===== src/rtl/chan_ber_pkg.sv =====
package chan_ber_pkg;

    typedef enum logic {
        ST_IDLE = 1'b0,
        ST_RUN  = 1'b1
    } ber_state_t;

endpackage


===== src/rtl/ber_clr_edge.sv =====
module ber_clr_edge (
    input  logic clk,
    input  logic rst_n,
    input  logic lvl,
    output logic rise
);

    logic lvl_q;

    always_ff @(posedge clk or negedge rst_n) begin
        if (!rst_n) begin
            lvl_q <= 1'b0;
        end else begin
            lvl_q <= lvl;
        end
    end

    // Acts in the first cycle the level is seen high.
    assign rise = lvl & ~lvl_q;

endmodule


===== src/rtl/ber_word_cmp.sv =====
module ber_word_cmp #(
    parameter int CH_BITS = 8,
    localparam int POS_W  = (CH_BITS > 1) ? $clog2(CH_BITS) : 1,
    localparam int ERR_W  = $clog2(CH_BITS + 1)
) (
    input  logic             clk,
    input  logic             rst_n,
    input  logic             flush,
    input  logic             enable,
    input  logic             bit_in,
    input  logic             bit_valid,
    input  logic             exp_bit,
    output logic             word_done,
    output logic [ERR_W-1:0] word_errs,
    output logic             word_ones
);

    logic [POS_W-1:0] pos_q;
    logic [ERR_W-1:0] errs_q;
    logic             ones_q;
    logic             take;
    logic             last;
    logic             bit_err;

    assign bit_err = bit_in ^ exp_bit;
    assign take    = enable & bit_valid;
    assign last    = take & (pos_q == POS_W'(CH_BITS - 1));

    always_ff @(posedge clk or negedge rst_n) begin
        if (!rst_n) begin
            pos_q  <= '0;
            errs_q <= '0;
            ones_q <= 1'b1;
        end else if (flush || last) begin
            pos_q  <= '0;
            errs_q <= '0;
            ones_q <= 1'b1;
        end else if (take) begin
            pos_q  <= pos_q + POS_W'(1);
            errs_q <= errs_q + ERR_W'(bit_err);
            ones_q <= ones_q & bit_in;
        end
    end

    // Totals include the bit completing the word.
    assign word_done = last;
    assign word_errs = errs_q + ERR_W'(bit_err);
    assign word_ones = ones_q & bit_in;

endmodule


===== src/rtl/ber_sat_acc.sv =====
module ber_sat_acc #(
    parameter int CNT_W = 16,
    parameter int ADD_W = 4
) (
    input  logic             clk,
    input  logic             rst_n,
    input  logic             zero,
    input  logic             add_en,
    input  logic [ADD_W-1:0] add_val,
    output logic [CNT_W-1:0] acc
);

    localparam logic [CNT_W-1:0] MAXV = '1;

    logic [CNT_W:0] sum;

    assign sum = {1'b0, acc} + (CNT_W + 1)'(add_val);

    always_ff @(posedge clk or negedge rst_n) begin
        if (!rst_n) begin
            acc <= '0;
        end else if (zero) begin
            acc <= '0;
        end else if (add_en) begin
            acc <= sum[CNT_W] ? MAXV : sum[CNT_W-1:0];
        end
    end

endmodule


===== src/rtl/chan_err_tally.sv =====
module chan_err_tally
    import chan_ber_pkg::*;
#(
    parameter int CH_BITS = 8,
    parameter int CNT_W   = 16,
    localparam int ERR_W  = $clog2(CH_BITS + 1)
) (
    input  logic             clk,
    input  logic             rst_n,
    input  logic             start_pulse,
    input  logic             stop_pulse,
    input  logic             clear_lvl,
    input  logic             bit_in,
    input  logic             bit_valid,
    input  logic             exp_bit,
    output logic [CNT_W-1:0] err_count
);

    ber_state_t       st_q;
    ber_state_t       st_d;
    logic             clr_rise;
    logic             arm;
    logic             halt;
    logic             word_done;
    logic [ERR_W-1:0] word_errs;
    logic             word_ones;
    logic [CNT_W-1:0] live_cnt;

    ber_clr_edge u_clr (
        .clk   (clk),
        .rst_n (rst_n),
        .lvl   (clear_lvl),
        .rise  (clr_rise)
    );

    assign arm  = (st_q == ST_IDLE) & start_pulse;
    assign halt = (st_q == ST_RUN) & stop_pulse;

    ber_word_cmp #(.CH_BITS(CH_BITS)) u_cmp (
        .clk       (clk),
        .rst_n     (rst_n),
        .flush     (clr_rise | arm),
        .enable    ((st_q == ST_RUN) & ~stop_pulse),
        .bit_in    (bit_in),
        .bit_valid (bit_valid),
        .exp_bit   (exp_bit),
        .word_done (word_done),
        .word_errs (word_errs),
        .word_ones (word_ones)
    );

    ber_sat_acc #(.CNT_W(CNT_W), .ADD_W(ERR_W)) u_live (
        .clk     (clk),
        .rst_n   (rst_n),
        .zero    (clr_rise | arm),
        .add_en  (word_done & ~word_ones),
        .add_val (word_errs),
        .acc     (live_cnt)
    );

    // State register
    always_ff @(posedge clk or negedge rst_n) begin
        if (!rst_n) begin
            st_q <= ST_IDLE;
        end else begin
            st_q <= st_d;
        end
    end

    // Transitions: arm (IDLE->RUN), halt (RUN->IDLE)
    always_comb begin
        st_d = st_q;
        unique case (st_q)
            ST_IDLE: if (start_pulse) st_d = ST_RUN;
            ST_RUN:  if (stop_pulse)  st_d = ST_IDLE;
            default: st_d = ST_IDLE;
        endcase
    end

    // Output register: clear edge outranks the halt transfer
    always_ff @(posedge clk or negedge rst_n) begin
        if (!rst_n) begin
            err_count <= '0;
        end else if (clr_rise) begin
            err_count <= '0;
        end else if (halt) begin
            err_count <= live_cnt;
        end
    end

endmodule


===== config.mk =====
export PLATFORM = sky130hd
export DESIGN_NAME = chan_err_tally
export DESIGN_NICKNAME = d
export VERILOG_FILES = /design/src/rtl/chan_ber_pkg.sv /design/src/rtl/ber_clr_edge.sv /design/src/rtl/ber_word_cmp.sv /design/src/rtl/ber_sat_acc.sv /design/src/rtl/chan_err_tally.sv
export SDC_FILE = /design/constraint.sdc
export NUM_CORES = 1
export LEC_CHECK = 0
export BUFFER_PORTS_ARGS = -buffer_cell sky130_fd_sc_hd__buf_4
export CAP_MARGIN = 20
export CORE_MARGIN = 10
export CORE_UTILIZATION = 54
export CTS_BUF_LIST = sky130_fd_sc_hd__clkbuf_8
export CTS_CLUSTER_DIAMETER = 40
export CTS_CLUSTER_SIZE = 28
export DETAILED_ROUTE_END_ITERATION = 8
export GPL_TIMING_DRIVEN = 0
export PLACE_DENSITY = 0.88
export SETUP_SLACK_MARGIN = 0.4
export SLEW_MARGIN = 30
export SYNTH_ARGS = -nofsm -noshare
export SYNTH_HDL_FRONTEND = slang
export SYNTH_SLANG_ARGS = --single-unit

===== constraint.sdc =====
create_clock -name clk -period 2.8 [get_ports clk]
set_input_delay 0.14 -clock clk [delete_from_list [all_inputs] [get_ports clk]]
set_output_delay 0.14 -clock clk [all_outputs]
set_load 0.1 [all_outputs]

==> results.md <==
* Status: finished clean
* Final net count at roughly 250
* Hold Crit Endpoint: st_q
* CP peak stage delay at 0.49 ns
* Slew margin rel. at 62.63%
* Final slew viol count at 0
* Vias in the first global route at approximately 1800
* Post-synthesis net count at 210
* Synthesized instance count at 193
* CP required at 3.02 ns
* Die height at 82.21 µm
* Leading area contributor after synthesis: dfrtp_1
* Ys flop type: dfrtp_1
* Setup ws final at about 0.22 ns
* Die area at 6758 µm²
* Die X-Extent at between 80 and 90 µm
* Num CTS Buffers at 5
* Fin crit share at 92.04%
* Post-synth EDFFs at 0
* CP arrival at 2.80 ns
* CTS tree: built
* DR vias/cell at about 6.5
* Placed cell count at 264
* Max FO, Critical Path at 6
* Initial DRT Pass Iterations at 5
* Worst reg2reg startpoint: u_cmp.errs_q[0]
* Routed wire length at around 5.5 mm
* R2R Path End: u_live.acc[3]
* Port bufs at 23
* DRC at 0
* Hold slack at 0.08874 ns
* Leading cell type in the layout, fill and taps excluded: dfrtp_1
* Number of routed nets with antenna violations at 0
* RSZ-0062 raised after global routing: true
* Synth Warn # at 0
* 1st-iter DRT viols at 177
* Root Buffer: clkbuf_8
* LEAKAGE at roughly 1.2 nW
* CP dominant cell by count: ha_4
* Post-DR wirelength/cell at ~19 µm
* Actual slew at the worst max-slew pin at between 0.5 and 0.6 ns
* Dpl ws at 0.08016 ns
* Largest net degree at the start of global routing at 43
* Hold depth at 2
* Seq/Total Area, Yosys at a little over 50%
* Clock tree buffer depth at 2
* R2R cell count at 9
* Io pins at 24
* Yosys cell types at 46
* Total of max-cap violations at 0
* Commonest cells after routing, fill and taps aside: dfrtp_1, buf_4, a22o_1, nor2_1, a21oi_1
* Final Cell Area at 2680 µm²
* Synth top area cells: dfrtp_1, a22o_1, ha_1
* Synthesized area at 2090 µm²
* Peak supply drop at around 0.00026 V
* Initial antenna violation count at 0
* Worst-path cell chain: ha_4 -> ha_4 -> inv_2 -> fa_2 -> nand2b_4 -> o2bb2ai_4 -> or4_4 -> bufbuf_16 -> a31oi_1
* Hold Path Class: input pin to flip-flop
* Post-synthesis to final-layout area growth at 28.26%
* Core area at 3689 µm²
* Total GRT Usage at 16.39%
* Post-route non-filler standard cell count at roughly 290
* Fmax at 0.3880 GHz
* Setup TNS Final at 0 ns
* Initial core utilization at a little under three fifths
* Row Count at 22
* Post-Syn Area per Cell at ~11 µm²
* Via count at approximately 1800
* Final min period at 2.577 ns
* Setup CP Type: flip-flop to flip-flop
* CP Capture Type: flip-flop
* Number of diodes at 0
* Share of cells above drive strength 1 at 29.54%
* Hold_sp: start_pulse
* Slowest-stage cell, CP: or4_4
* Clock-pin slew on the worst setup and hold paths at 0.08 ns
* Cell area power density at 425.0 nW/µm²
* Top-area cell type share of the netlist area at 49.10%
* Synth Register Bits at 42
* RePlAce Congestion at about 0.85
* Grt ovf at 0
* Post-detail-place hpwl at 3.549 mm
* # setup viols final at 0
* Async SR Flop Fraction at 100.0%
* Clk_lat worst skew at 0.30 ns
* First-pass GRT wire length at approximately 8.7 mm
* Hold Fails Final Rpt at 0
* Clock sinks at 42
* Placed cell area at 2394 µm²
* Worst setup SP type: flip-flop
* Clk_skew at 0.005530 ns
* Flop-to-flop setup slack at 0.22 ns
* Htree depth at 2
==> worst max path at each step <==
| stage | from | end |
|---|---|---|
| 6_report | u_cmp.errs_q[0] | u_live.acc[3] |
| 2_1_floorplan | u_cmp.errs_q[0] | u_live.acc[13] |
| 3_3_place_gp | bit_in | u_live.acc[15] |
| 3_5_place_dp | bit_in | u_live.acc[15] |
| 4_1_cts | u_cmp.errs_q[0] | u_live.acc[9] |
| 5_1_grt | u_cmp.errs_q[0] | u_live.acc[3] |
==> cells by family (layout without fill, tap and decap cells) <==
group / Yosys count / after routing / share of synthesized area [%]
AO/OA/AOI/OAI: 64 / 64 / 22.75
AND/OR/NAND/NOR: 58 / 58 / 15.99
flip-flops: 42 / 42 / 50.36
buffers and inverters: 15 / 59 / 3.054
adder cells (fa/ha/maj): 9 / 9 / 5.749
XOR/XNOR: 5 / 5 / 2.096
==> worst max-delay path, delay by kind of cell (launching register included) <==
kind	cells	cell delay, ns
AOI/OAI and AO/OA	2	0.31
adders and majority gates	3	0.78
buffers and inverters	2	0.33
DFF	1	0.41
and+or+nand+nor	2	0.65
==> cells in the mapped netlist (2+ instances only) <==
library cell and count:
o21ai_1 2, a311oi_1 2, a21o_1 2, a211oi_1 2
nor3_1 4, o21ai_0 7, nand2_1 10, nand3_1 8
nor3b_1 3, ha_1 8, o221a_1 3, dfrtp_1 41
and2_1 2, nor4b_1 2, a21oi_2 2, a21oi_1 11
clkbuf_1 7, inv_1 7, nor2_1 12, o211a_1 2
a22o_1 16, a31oi_1 8, xor2_1 4, and3_1 3
nand4_1 3, a211oi_2 2
==> routing by layer <==
layer / GRT usage (%) / routed length [µm] / vias up
li1: - / - / 825
met1: 18.98 / 2199 / 903
met2: 27.92 / 2664 / 98
met3: 4.428 / 433 / 17
met4: 6.973 / 163 / 0
met5: 0 / 0 / -
==> metrics by stage <==
stage          util (%)   power, W
6_report          72.66   0.001139
5_1_grt           72.66   0.001182
4_1_cts           70.32   0.001139
3_5_place_dp      64.89  0.0007317
3_3_place_gp      64.89  0.0007282
2_1_floorplan         -  0.0006907
==> sequential cells by signal, indices dropped and copies added (netlist names) <==
signal and count:
u_clr.lvl_q 1, u_cmp.pos_q 3, u_live.acc 16, u_cmp.ones_q 1
st_q 1, err_count 16, u_cmp.errs_q 4
==> cell type report <==
cell class / instances / area, µm²
plain buffers: 8 / 41.29
clock buffers: 6 / 82.58
clock inverters: 2 / 12.51
fillers: 239 / 1008
inverters: 7 / 26.28
multi-input cells: 136 / 1105
flip-flops and latches: 42 / 1052
well taps: 48 / 60.06
repair buffers: 36 / 300.3
==> power by group <==
group	switching, W	leakage, nW	total [W]	internal, W
Clock	0.000213	0.0472	0.000411	0.000198
Sequential	0.00000808	0.578	0.000623	0.000615
Combinational	0.0000681	0.611	0.000105	0.0000371
Total	0.000289	1.24	0.00114	0.000850
==> repair_timing <==
action / CTS / global route
endpoints found under the hold margin: 42 / 0
cloned: 1 / 0
setup endpoints to repair: 14 / 16
hold buffers: 2 / 0
setup buffers: 6 / 4
pin swaps: 7 / 7
resized for setup: 2 / 10
Power figures use the tool's default switching activity.
